$ cat config.mk
export PLATFORM = sky130hd
export DESIGN_NAME = mmu_restart_log
export DESIGN_NICKNAME = d
export VERILOG_FILES = /design/src/rtl/mmu_rlog_pkg.sv /design/src/rtl/mmu_rlog_freeze.sv /design/src/rtl/mmu_rlog_slots.sv /design/src/rtl/mmu_rlog_pcreg.sv /design/src/rtl/mmu_rlog_bus.sv /design/src/rtl/mmu_restart_log.sv
export SDC_FILE = /design/constraint.sdc
export NUM_CORES = 1
export LEC_CHECK = 0
export BUFFER_PORTS_ARGS = -buffer_cell sky130_fd_sc_hd__buf_2
export CORE_MARGIN = 2
export CORE_UTILIZATION = 50
export DETAILED_ROUTE_END_ITERATION = 6
export PLACE_DENSITY = 0.77
export SYNTH_ARGS = -nofsm -noshare
export SYNTH_HDL_FRONTEND = slang
export SYNTH_SLANG_ARGS = --single-unit
$ cat constraint.sdc
create_clock -name clk_i -period 6 [get_ports clk_i]
set_input_delay 0.9 -clock clk_i [delete_from_list [all_inputs] [get_ports clk_i]]
set_output_delay 0.9 -clock clk_i [all_outputs]
set_load 0.005 [all_outputs]
$ cat src/rtl/mmu_rlog_pkg.sv
package mmu_rlog_pkg;
  parameter int unsigned REG_W  = 3;
  parameter int unsigned DLT_W  = 5;
  parameter int unsigned NSLOT  = 2;
  parameter int unsigned ADDR_W = 16;
  localparam int unsigned SLOT_W = REG_W + DLT_W;
  localparam int unsigned LOG_W  = NSLOT * SLOT_W;

  typedef enum logic [1:0] {
    ST_RUN  = 2'd0,
    ST_HELD = 2'd1,
    ST_WAIT = 2'd2
  } rlog_state_e;

  typedef struct packed {
    logic             vld;
    logic [REG_W-1:0] rnum;
    logic [DLT_W-1:0] dlt;
  } rlog_slot_t;
endpackage

$ cat src/rtl/mmu_rlog_freeze.sv
module mmu_rlog_freeze
  import mmu_rlog_pkg::*;
(
  input  logic clk_i,
  input  logic rst_ni,
  input  logic insn_start_i,
  input  logic fault_i,
  input  logic release_i,
  output logic upd_en_o,
  output logic clr_o,
  output logic frozen_o,
  output logic wait_o
);
  rlog_state_e state_q, state_d;

  always_comb begin
    state_d = state_q;
    unique case (state_q)
      ST_RUN:  if (fault_i) state_d = ST_HELD;
      ST_HELD: if (release_i) state_d = ST_WAIT;
      ST_WAIT: if (insn_start_i) state_d = fault_i ? ST_HELD : ST_RUN;
      default: state_d = ST_RUN;
    endcase
  end

  always_ff @(posedge clk_i or negedge rst_ni) begin
    if (!rst_ni) state_q <= ST_RUN;
    else         state_q <= state_d;
  end

  // tracking is live in RUN, or in WAIT from the cycle of the next start
  assign upd_en_o = (state_q == ST_RUN) || ((state_q == ST_WAIT) && insn_start_i);
  assign clr_o    = insn_start_i && (state_q != ST_HELD);
  assign frozen_o = (state_q == ST_HELD);
  assign wait_o   = (state_q == ST_WAIT);

  p_state_legal_r6: assert property (@(posedge clk_i) disable iff (!rst_ni)
    (state_q == ST_RUN) || (state_q == ST_HELD) || (state_q == ST_WAIT));
endmodule

$ cat src/rtl/mmu_rlog_slots.sv
module mmu_rlog_slots
  import mmu_rlog_pkg::*;
(
  input  logic             clk_i,
  input  logic             rst_ni,
  input  logic             upd_en_i,
  input  logic             clr_i,
  input  logic             mod_i,
  input  logic [REG_W-1:0] rnum_i,
  input  logic [DLT_W-1:0] delta_i,
  output logic [LOG_W-1:0] log_o
);
  rlog_slot_t [NSLOT-1:0] slot_q, slot_d, base;
  logic [NSLOT-1:0] hit, free;
  logic found, got_free;

  always_comb begin
    base     = clr_i ? '0 : slot_q;
    hit      = '0;
    free     = '0;
    found    = 1'b0;
    got_free = 1'b0;
    for (int i = 0; i < NSLOT; i++) begin
      if (!found && base[i].vld && base[i].rnum == rnum_i) begin
        hit[i] = 1'b1;
        found  = 1'b1;
      end
    end
    for (int i = 0; i < NSLOT; i++) begin
      if (!found && !got_free && !base[i].vld) begin
        free[i]  = 1'b1;
        got_free = 1'b1;
      end
    end
    slot_d = base;
    if (mod_i) begin
      for (int i = 0; i < NSLOT; i++) begin
        if (hit[i])       slot_d[i].dlt = base[i].dlt + delta_i;
        else if (free[i]) slot_d[i] = '{vld: 1'b1, rnum: rnum_i, dlt: delta_i};
      end
    end
  end

  always_ff @(posedge clk_i or negedge rst_ni) begin
    if (!rst_ni)       slot_q <= '0;
    else if (upd_en_i) slot_q <= slot_d;
  end

  for (genvar g = 0; g < NSLOT; g++) begin : g_pack
    assign log_o[g*SLOT_W +: REG_W]         = slot_q[g].vld ? slot_q[g].rnum : '0;
    assign log_o[g*SLOT_W + REG_W +: DLT_W] = slot_q[g].vld ? slot_q[g].dlt  : '0;
    if (g > 0) begin : g_ord
      p_slot_order_r4: assert property (@(posedge clk_i) disable iff (!rst_ni)
        !slot_q[g-1].vld |-> !slot_q[g].vld);
    end
  end

  p_third_drop_r10: assert property (@(posedge clk_i) disable iff (!rst_ni)
    (upd_en_i && !clr_i && mod_i && (&{slot_q[0].vld, slot_q[NSLOT-1].vld})
     && !(|hit)) |=> $stable(slot_q));
endmodule

$ cat src/rtl/mmu_rlog_pcreg.sv
module mmu_rlog_pcreg
  import mmu_rlog_pkg::*;
(
  input  logic              clk_i,
  input  logic              rst_ni,
  input  logic              cap_i,
  input  logic [ADDR_W-1:0] pc_i,
  output logic [ADDR_W-1:0] pc_o
);
  always_ff @(posedge clk_i or negedge rst_ni) begin
    if (!rst_ni)    pc_o <= '0;
    else if (cap_i) pc_o <= pc_i;
  end
endmodule

$ cat src/rtl/mmu_rlog_bus.sv
module mmu_rlog_bus
  import mmu_rlog_pkg::*;
#(
  parameter logic [ADDR_W-1:0] LOG_ADDR = 16'o177574,
  parameter logic [ADDR_W-1:0] PC_ADDR  = 16'o177576
) (
  input  logic              sel_i,
  input  logic              we_i,
  input  logic [ADDR_W-1:0] addr_i,
  input  logic [LOG_W-1:0]  log_i,
  input  logic [ADDR_W-1:0] pc_i,
  output logic [ADDR_W-1:0] rdata_o
);
  always_comb begin
    rdata_o = '0;
    if (sel_i && !we_i) begin
      if (addr_i == LOG_ADDR)     rdata_o = ADDR_W'(log_i);
      else if (addr_i == PC_ADDR) rdata_o = pc_i;
    end
  end
endmodule

$ cat src/rtl/mmu_restart_log.sv
module mmu_restart_log
  import mmu_rlog_pkg::*;
#(
  parameter bit                TRACK_EN = 1'b1,
  parameter logic [ADDR_W-1:0] LOG_ADDR = 16'o177574,
  parameter logic [ADDR_W-1:0] PC_ADDR  = 16'o177576
) (
  input  logic              clk_i,
  input  logic              rst_ni,
  input  logic              insn_start_i,
  input  logic [ADDR_W-1:0] insn_pc_i,
  input  logic              reg_mod_i,
  input  logic [REG_W-1:0]  reg_num_i,
  input  logic [DLT_W-1:0]  reg_delta_i,
  input  logic              fault_i,
  input  logic              release_i,
  input  logic              bus_sel_i,
  input  logic              bus_we_i,
  input  logic [ADDR_W-1:0] bus_addr_i,
  output logic [ADDR_W-1:0] bus_rdata_o,
  output logic              frozen_o
);
  logic upd_en, clr, waiting;
  logic [LOG_W-1:0]  log_word;
  logic [ADDR_W-1:0] pc_q;

  mmu_rlog_freeze u_freeze (
    .clk_i, .rst_ni, .insn_start_i, .fault_i, .release_i,
    .upd_en_o(upd_en), .clr_o(clr), .frozen_o(frozen_o), .wait_o(waiting)
  );

  if (TRACK_EN) begin : g_track
    mmu_rlog_slots u_slots (
      .clk_i, .rst_ni, .upd_en_i(upd_en), .clr_i(clr), .mod_i(reg_mod_i),
      .rnum_i(reg_num_i), .delta_i(reg_delta_i), .log_o(log_word)
    );
  end else begin : g_notrack
    assign log_word = '0;
    logic unused_mod;
    assign unused_mod = ^{reg_mod_i, reg_num_i, reg_delta_i};
  end

  mmu_rlog_pcreg u_pc (
    .clk_i, .rst_ni, .cap_i(clr), .pc_i(insn_pc_i), .pc_o(pc_q)
  );

  mmu_rlog_bus #(.LOG_ADDR(LOG_ADDR), .PC_ADDR(PC_ADDR)) u_bus (
    .sel_i(bus_sel_i), .we_i(bus_we_i), .addr_i(bus_addr_i),
    .log_i(log_word), .pc_i(pc_q), .rdata_o(bus_rdata_o)
  );

  p_start_clear_r2: assert property (@(posedge clk_i) disable iff (!rst_ni)
    (insn_start_i && !frozen_o && !reg_mod_i) |=> (log_word == '0) && (pc_q == $past(insn_pc_i)));

  p_fault_freeze_r6: assert property (@(posedge clk_i) disable iff (!rst_ni)
    (fault_i && upd_en) |=> frozen_o);

  p_held_stable_r6: assert property (@(posedge clk_i) disable iff (!rst_ni)
    (frozen_o && !release_i) |=> frozen_o && $stable(log_word) && $stable(pc_q));

  p_release_r7: assert property (@(posedge clk_i) disable iff (!rst_ni)
    (frozen_o && release_i) |=> !frozen_o && $stable(log_word) && $stable(pc_q));

  p_wait_ignore_r7: assert property (@(posedge clk_i) disable iff (!rst_ni)
    (waiting && !insn_start_i) |=> $stable(log_word));
endmodule

# Word level (Yosys, flattened, before mapping)
# Index checks and enable logic that the tools add are counted.
# classes
n_reduce_logical	18
muxes	25
n_eq_ne	10
n_addsub	2
# op_table
op	n
two-way mux 16 bit	3
two-way mux 18 bit	2
equality test 16 bit, second input constant	2
two-way mux 5 bit	4
two-way mux 9 bit	2
adder 5 bit	2
logical AND 1 bit	9
two-way mux 4 bit	2
equality test 3 bit	2
zero test 1 bit	6
two-way mux 1 bit	6
two-way mux 2 bit	3
two-way mux 3 bit	2
inequality test 2 bit, second input constant	3
case mux 2 bit (3 select lines)	1
AND reduction 3 bit	1
equality test 2 x 1 -> 1 bit, second input constant	1
equality test 2 bit, second input constant	1
zero test 2 bit	1
inequality test 2 x 1 -> 1 bit, second input constant	1
logical OR 1 bit	1
# totals
out_inout_bits	17
input_bits	48
reg_bits	36

# Logic depth before layout (Yosys ltp)
# Gate-level depths: netlist of run 1.
# logic_depth
depth_word	20
depth_mapped	12
ltp_nobuf	10

# By module
# From an unflattened synthesis of run 1, not the netlist that was laid out.
# unflattened
cells_unflattened	255
hier_area_um2	2725.1
# by_module_without_submodules
module	area_each_um2	cells_per_inst	n_inst
mmu_rlog_slots	1569.0	169	1
mmu_rlog_pcreg	649.4	34	1
mmu_rlog_bus	390.4	41	1
mmu_rlog_freeze	116.4	11	1

# Worst setup path before layout of run 1
# Ideal clock, no wire load.
# synth_path
path_type	input port to output port
startpoint	input bus_addr_i[7]
endpoint	output bus_rdata_o[6]
arrival_ns	2.123
setup_slack_ns	2.977
path_stages	6
path_cell_list	nand4b_1 > or4_4 > nor2_4 > buf_6 > a22oi_1 > nor2_1
# synth_between
elab_chain_cells	4
elab_cells_between_ends	5
cone_classes	eq/ne: 2; mux: 3
# synth_rtl
item	line	rtl
start, declared	mmu_restart_log.sv:19	input logic [ADDR_W-1:0] bus_addr_i,
equality test 16 bit	mmu_rlog_bus.sv:18	else if (addr_i == PC_ADDR) rdata_o = pc_i;
two-way mux 16 bit	mmu_rlog_bus.sv:18	
two-way mux 16 bit *	mmu_rlog_bus.sv:17	if (addr_i == LOG_ADDR) rdata_o = ADDR_W'(log_i);
two-way mux 16 bit *	mmu_rlog_bus.sv:16	if (sel_i && !we_i) begin
end, declared	mmu_restart_log.sv:20	output logic [ADDR_W-1:0] bus_rdata_o,
# Mark *: on every way between the ends. The rest lies on a longest branch, timed or not.

# Final worst setup path of run 1
# layout_path
startpoint	input bus_addr_i[7]
endpoint	output bus_rdata_o[8]
# Same word-level chain as after synthesis.

==> results.json, run 1 <==
{
  "status": "finished clean",
  "p_leak_nw": 1.457,
  "clock_path_buffers": 2,
  "synth_top_area_share_pct": 37.48,
  "hp-class": "reg -> reg",
  "track_usage_pct": 25.23,
  "crit_type": "in -> out",
  "avgViaCountPerCell": 5.737,
  "p_per_area_mw_per_mm2": 390.2,
  "clock_sink_count": 36,
  "worst_pin_slew_ns": 1.010,
  "yosysUniqueCellTypes": 51,
  "core_mm2": 0.004692,
  "dpl_cell_area_mm2": 0.002750,
  "r2r_slack_ns": 2.76,
  "grt_overflow": 0,
  "skew_ns": 0.005174,
  "post-route-drc-count": 0,
  "grt_max_degree": 37,
  "cts_setup_buffers": 0,
  "cap_violations": 0,
  "synth-main-ff-cell": "dfrtp_1",
  "cts_tree": "yes",
  "clk_latency_ns": 0.29,
  "drtPass1Iterations": 5,
  "synth_seq_area_share_pct": 37.48,
  "synthCells": 275,
  "final_area_mm2": 0.002858,
  "endpoint_kind": "primary output",
  "grt_pass1_vias": 2200,
  "wl_per_cell_um": 15.99,
  "ctsHoldBuffers": 0,
  "relSlewSlack_pct": 32.48,
  "synthArstFlopShare_pct": 100.0,
  "start_util_pct": 51.23,
  "hold_depth": 2,
  "arrival_ns": 2.50,
  "yosysWarnings": 0,
  "wirelength_um": 6269,
  "crit_path_start_kind": "input pin",
  "diodes": 0,
  "setup_violations": 0,
  "cts_buffers": 5,
  "worstPathRequired_ns": 5.10,
  "vdd_ir_drop_max_v": 0.0001957,
  "max_clock_freq_ghz": 0.2940,
  "grt_pass1_wl_um": 10380,
  "die-area_mm2": 0.005378,
  "root_buffer": "clkbuf_8",
  "crit_path_max_fanout": 16,
  "h-tree-depth": 2,
  "drtIter0Drc": 229,
  "synth.area.top_cells": "dfrtp_1 (37%), nand2_1 (9.8%), a22oi_1 (6.6%)",
  "final-hold-violation-count": 0,
  "clk_pin_slew_ns": 0.07,
  "num_vias": 2249,
  "pin_count": 65,
  "dp_cells": 384,
  "cts_resized": 0,
  "hpwl_um": 4554,
  "final_cells": 392,
  "grt_antenna_before_repair": 0,
  "synth-edff-count": 0,
  "grt_setup_unrepaired": "false",
  "yosys.area.top_type": "dfrtp_1",
  "die_height_um": 73.34,
  "syn_avg_cell_area_um2": 8.740,
  "io_buffers": 64,
  "die_width_um": 73.34,
  "synthesis.area_mm2": 0.002404,
  "layout-drive-gt1-share_pct": 25.74,
  "report.final.slew_viol_count": 0,
  "row_count": 25,
  "area_growth_pct": 18.90,
  "gp_congestion": 0.9346,
  "timing.final.crit_share_pct": 56.69,
  "final_antenna_net_count": 0,
  "syn_nets": 333,
  "fin_setup_tns_ns": 0,
  "rr_worst_depth": 10,
  "ys_seq_elements": 36,
  "nNetsFinal": 395,
  "period_minus_slack_ns": 3.402
}
layer usage:
metal,up-vias,GRT usage [%],routed length [µm],share of wire (%)
met2,90,41.24,3001,48
met5,-,0,0,0
met4,0,7.475,116,1.9
met3,14,6.584,428,6.8
met1,1049,33.10,2722,43
li1,1096,-,-,-
synthesized netlist by cell type (all sizes together) (2+ instances only):
master,count
clkbuf,5
nand3,4
nand2,63
dfrtp,36
nor2b,2
buf,5
or4,3
o21ai,4
nor3,4
xnor2,3
a21o,5
o2bb2ai,6
a22o,3
o31ai,2
nand2b,3
a32oi,2
a22oi,21
nor2,23
ha,8
a21oi,16
nand4b,2
o21a,2
o211ai,3
mux2,2
mux2i,4
fa,2
inv,11
and2,10
xor2,9
where the power goes:
group | leakage (nW) | switching, mW | total, mW | internal, mW
clock | 0.0552 | 0.0908 | 0.214 | 0.123
sequential | 0.456 | 0.0935 | 0.435 | 0.342
combinational | 0.946 | 0.273 | 0.466 | 0.192
sequential cells by signal (all words and copies together), names as in the netlist:
register                count
u_pc.pc_o                  16
g_track.u_slots.slot_q     18
u_freeze.state_q            2
cell usage in the layout, fill, tap and decap left out, types with 2 or more instances in the layout:
| master | netlist | final |
|---|---|---|
| nor3_4 | 2 | 2 |
| a22o_1 | 3 | 3 |
| dfrtp_1 | 36 | 36 |
| or4_4 | 2 | 2 |
| o21ai_0 | 2 | 2 |
| xor2_1 | 9 | 9 |
| clkbuf_8 | 0 | 5 |
| nand2_1 | 63 | 63 |
| a22oi_1 | 21 | 21 |
| a21oi_1 | 16 | 16 |
| nor2b_1 | 2 | 2 |
| o2bb2ai_1 | 6 | 6 |
| fa_1 | 2 | 2 |
| nand4b_1 | 2 | 2 |
| mux2_2 | 2 | 2 |
| xnor2_1 | 3 | 3 |
| a21o_1 | 5 | 5 |
| nor2_1 | 22 | 22 |
| and2_1 | 10 | 10 |
| inv_1 | 10 | 10 |
| a32oi_1 | 2 | 2 |
| ha_1 | 8 | 8 |
| buf_2 | 3 | 64 |
| mux2i_1 | 4 | 4 |
| nand2b_1 | 3 | 3 |
| nand3_1 | 4 | 4 |
| o21a_1 | 2 | 2 |
| o211ai_1 | 3 | 3 |
final timing paths:
path | start | end
worst max-delay path | bus_addr_i[7] | bus_rdata_o[8]
worst min-delay path | u_pc.pc_o[11] | u_pc.pc_o[11]
worst max register to register | u_freeze.state_q[1] | g_track.u_slots.slot_q[13]
worst min register to register | u_pc.pc_o[11] | u_pc.pc_o[11]
max in group asynchronous | rst_ni | u_pc.pc_o[11]
min in group asynchronous | rst_ni | u_freeze.state_q[1]
logic make-up (layout without fill, tap and decap cells):
kind of cell,Yosys count,after routing,share of synthesized area [%]
AND/OR/NAND/NOR,118,118,24.21
flip-flops,36,36,37.48
adder cells (fa/ha/maj),10,10,5.831
AO/OA/AOI/OAI,72,72,21.76
XOR/XNOR,12,12,4.373
multiplexers,6,6,2.603
buffers and inverters,21,84,3.748
stage by stage:
stage               total power [mW]  worst slack (ns)  utilization, %  hold WS [ns]
floorplan                     0.7639             2.977               -        0.4461
global placement              0.8829             2.400           58.61        0.4598
detailed placement            0.8970             2.317           58.61        0.4636
CTS                            1.111             2.601           60.91        0.4815
global route                   1.206             2.407           60.91        0.5166
finish                         1.115             2.598           60.91        0.4798
critical path: stages:
cell      delay, ns
buf_2          0.09
nand4b_1       0.16
or4_4          0.58
nor2_4         0.35
a22oi_1        0.12
nor2_1         0.14
buf_2          0.14
layout make-up:
class | instances | area, µm²
clock inverters | 2 | 35.03
inverters | 11 | 41.29
well taps | 54 | 67.56
multi-input cells | 218 | 1413
repair buffers | 65 | 327.8
clock buffers | 6 | 72.57
flip-flops and latches | 36 | 900.9
fillers | 411 | 1834
Note: power is estimated with default switching activity, not from simulation.
==> run 2: changes to the inputs <==
clock period = 3.4 ns   (was 6 ns; I/O delays follow)
==> run 2 against run 1 <==
Worst hold slack got worse by 0.18 ns. Critical path type is now reg -> reg. Largest power group unchanged. Wire length fell by 1.1%. Cell count rose by 0.26%. Critical path depth rose by 3. Critical endpoint is now g_track.u_slots.slot_q[13]. Die area did not move.
==> results.json, run 2 (same netlist as run 1, synthesis figures left out) <==
{
  "status": "finished clean",
  "crit_path_start_kind": "flip-flop",
  "row_count": 25,
  "final_cell_mix": "buf_2 (64), nand2_1 (63), dfrtp_1 (36)",
  "core_mm2": 0.004692,
  "hp-class": "in -> async",
  "rr_worst_depth": 10,
  "drtPass1Iterations": 5,
  "vdd_ir_drop_max_v": 0.0003270,
  "grt_setup_unrepaired": "false",
  "track_usage_pct": 24.57,
  "area_growth_pct": 18.64,
  "h-tree-depth": 2,
  "crit_path_max_fanout": 14,
  "die_width_um": 73.34,
  "num_vias": 2262,
  "top_register": "g_track.u_slots.slot_q",
  "wirelength_um": 6197,
  "diodes": 0,
  "p_leak_nw": 1.451,
  "pin_count": 65,
  "fin_setup_tns_ns": 0,
  "wl_per_cell_um": 15.77,
  "drtIter0Drc": 125,
  "root_buffer": "clkbuf_8",
  "io_buffers": 64,
  "nNetsFinal": 396,
  "clock_sink_count": 36,
  "grt_max_degree": 37,
  "hold_slack_ns": 0.3030,
  "grt_antenna_before_repair": 0,
  "final_cells": 393,
  "cts_resized": 0,
  "layout_commonest_cell": "buf_2",
  "relSlewSlack_pct": 46.55,
  "max_clock_freq_ghz": 0.3581,
  "final_antenna_net_count": 0,
  "cts_setup_buffers": 0,
  "crit_type": "reg -> reg",
  "post-route-drc-count": 0,
  "timing.final.crit_share_pct": 82.12,
  "gp_congestion": 0.8858,
  "endpoint_kind": "flip-flop",
  "layout-drive-gt1-share_pct": 25.96,
  "top_regs": "g_track.u_slots.slot_q: 18 flops, u_pc.pc_o: 16 flops, u_freeze.state_q: 2 flops",
  "worst_pin_slew_ns": 0.8018,
  "die_height_um": 73.34,
  "r2r-start": "u_freeze.state_q[0]",
  "p_per_area_mw_per_mm2": 670.1,
  "start_util_pct": 51.23,
  "die-area_mm2": 0.005378,
  "skew_ns": 0.009288,
  "largest_register_ff_count": 18,
  "setup_violations": 0,
  "grt_pass1_wl_um": 9991,
  "worstPathRequired_ns": 3.59,
  "ctsHoldBuffers": 0,
  "cap_violations": 0,
  "grt_overflow": 0,
  "grt_pass1_vias": 2176,
  "r2r_slack_ns": 0.61,
  "cts_buffers": 5,
  "clock_path_buffers": 2,
  "rr_endpoint": "g_track.u_slots.slot_q[13]",
  "report.final.slew_viol_count": 0,
  "dp_cells": 385,
  "clk_latency_ns": 0.29,
  "period_minus_slack_ns": 2.792,
  "cts_tree": "yes",
  "avgViaCountPerCell": 5.756,
  "post-place-ws_ns": 0.5754,
  "hpwl_um": 4714,
  "arrival_ns": 2.98,
  "final-hold-violation-count": 0,
  "setup_slack_ns": 0.6078,
  "clk_pin_slew_ns": 0.07
}
==> run 2: cell types whose count changed in the layout (fill, tap and decap cells not counted) <==
cell,previous run,this run
bufinv_16,1,0
clkbuf_8,5,6
buf_4,1,2
clkinvlp_4,0,1
clkinv_2,1,0
==> run 2: worst max-delay path by stage <==
stage	from	to	slack [ns]	depth (start not counted)
after global routing	u_freeze.state_q[0]	g_track.u_slots.slot_q[13]	0.46	10
after detailed placement	insn_start_i	g_track.u_slots.slot_q[13]	0.58	10
final	u_freeze.state_q[0]	g_track.u_slots.slot_q[13]	0.61	10
after CTS	u_freeze.state_q[0]	g_track.u_slots.slot_q[13]	0.62	10
after floorplan	u_freeze.state_q[1]	g_track.u_slots.slot_q[4]	0.81	12
after global placement	insn_start_i	g_track.u_slots.slot_q[13]	0.63	10
==> run 2: critical path, cell delays in order (launching register included) <==
cell and delay, ns:
dfrtp_1 0.43, nand2b_1 0.16, nand2_1 0.32, and2_1 0.29
ha_1 0.20, fa_1 0.41, a21o_1 0.17, a21oi_1 0.16
xnor2_1 0.17, o211ai_1 0.11, a32o_1 0.26
==> run 2: layout make-up <==
type | count | area (µm²)
multi-input combinational | 218 | 1413
fill | 407 | 1841
sequential | 36 | 900.9
tap | 54 | 67.56
clock inverter | 1 | 7.507
clock buffer | 7 | 86.33
timing repair buffer | 66 | 335.3
inverter | 11 | 41.29
==> run 2: per-stage QoR <==
stage                     util, %  power (mW)  instance area (µm²)
after detailed placement    58.77       1.591                 2758
after floorplan                 -       1.348                 2404
after CTS                   60.77       1.911                 2851
final                       60.77       1.911                 2851
after global routing        60.77       2.068                 2851
after global placement      58.77       1.563                 2758
==> run 2: power by group <==
group	internal (mW)	switching (mW)	leakage (nW)
clock	0.165	0.155	0.0445
combinational	0.342	0.481	0.951
sequential	0.604	0.165	0.456
total	1.11	0.801	1.45
==> run 2: metal layers <==
| metal | track usage [%] | vias up | share of wire [%] |
|---|---|---|---|
| li1 | - | 1097 | - |
| met1 | 30.61 | 1065 | 42 |
| met2 | 41.14 | 87 | 48 |
| met3 | 5.487 | 13 | 7.3 |
| met4 | 10.30 | 0 | 2.5 |
| met5 | 0 | - | 0 |
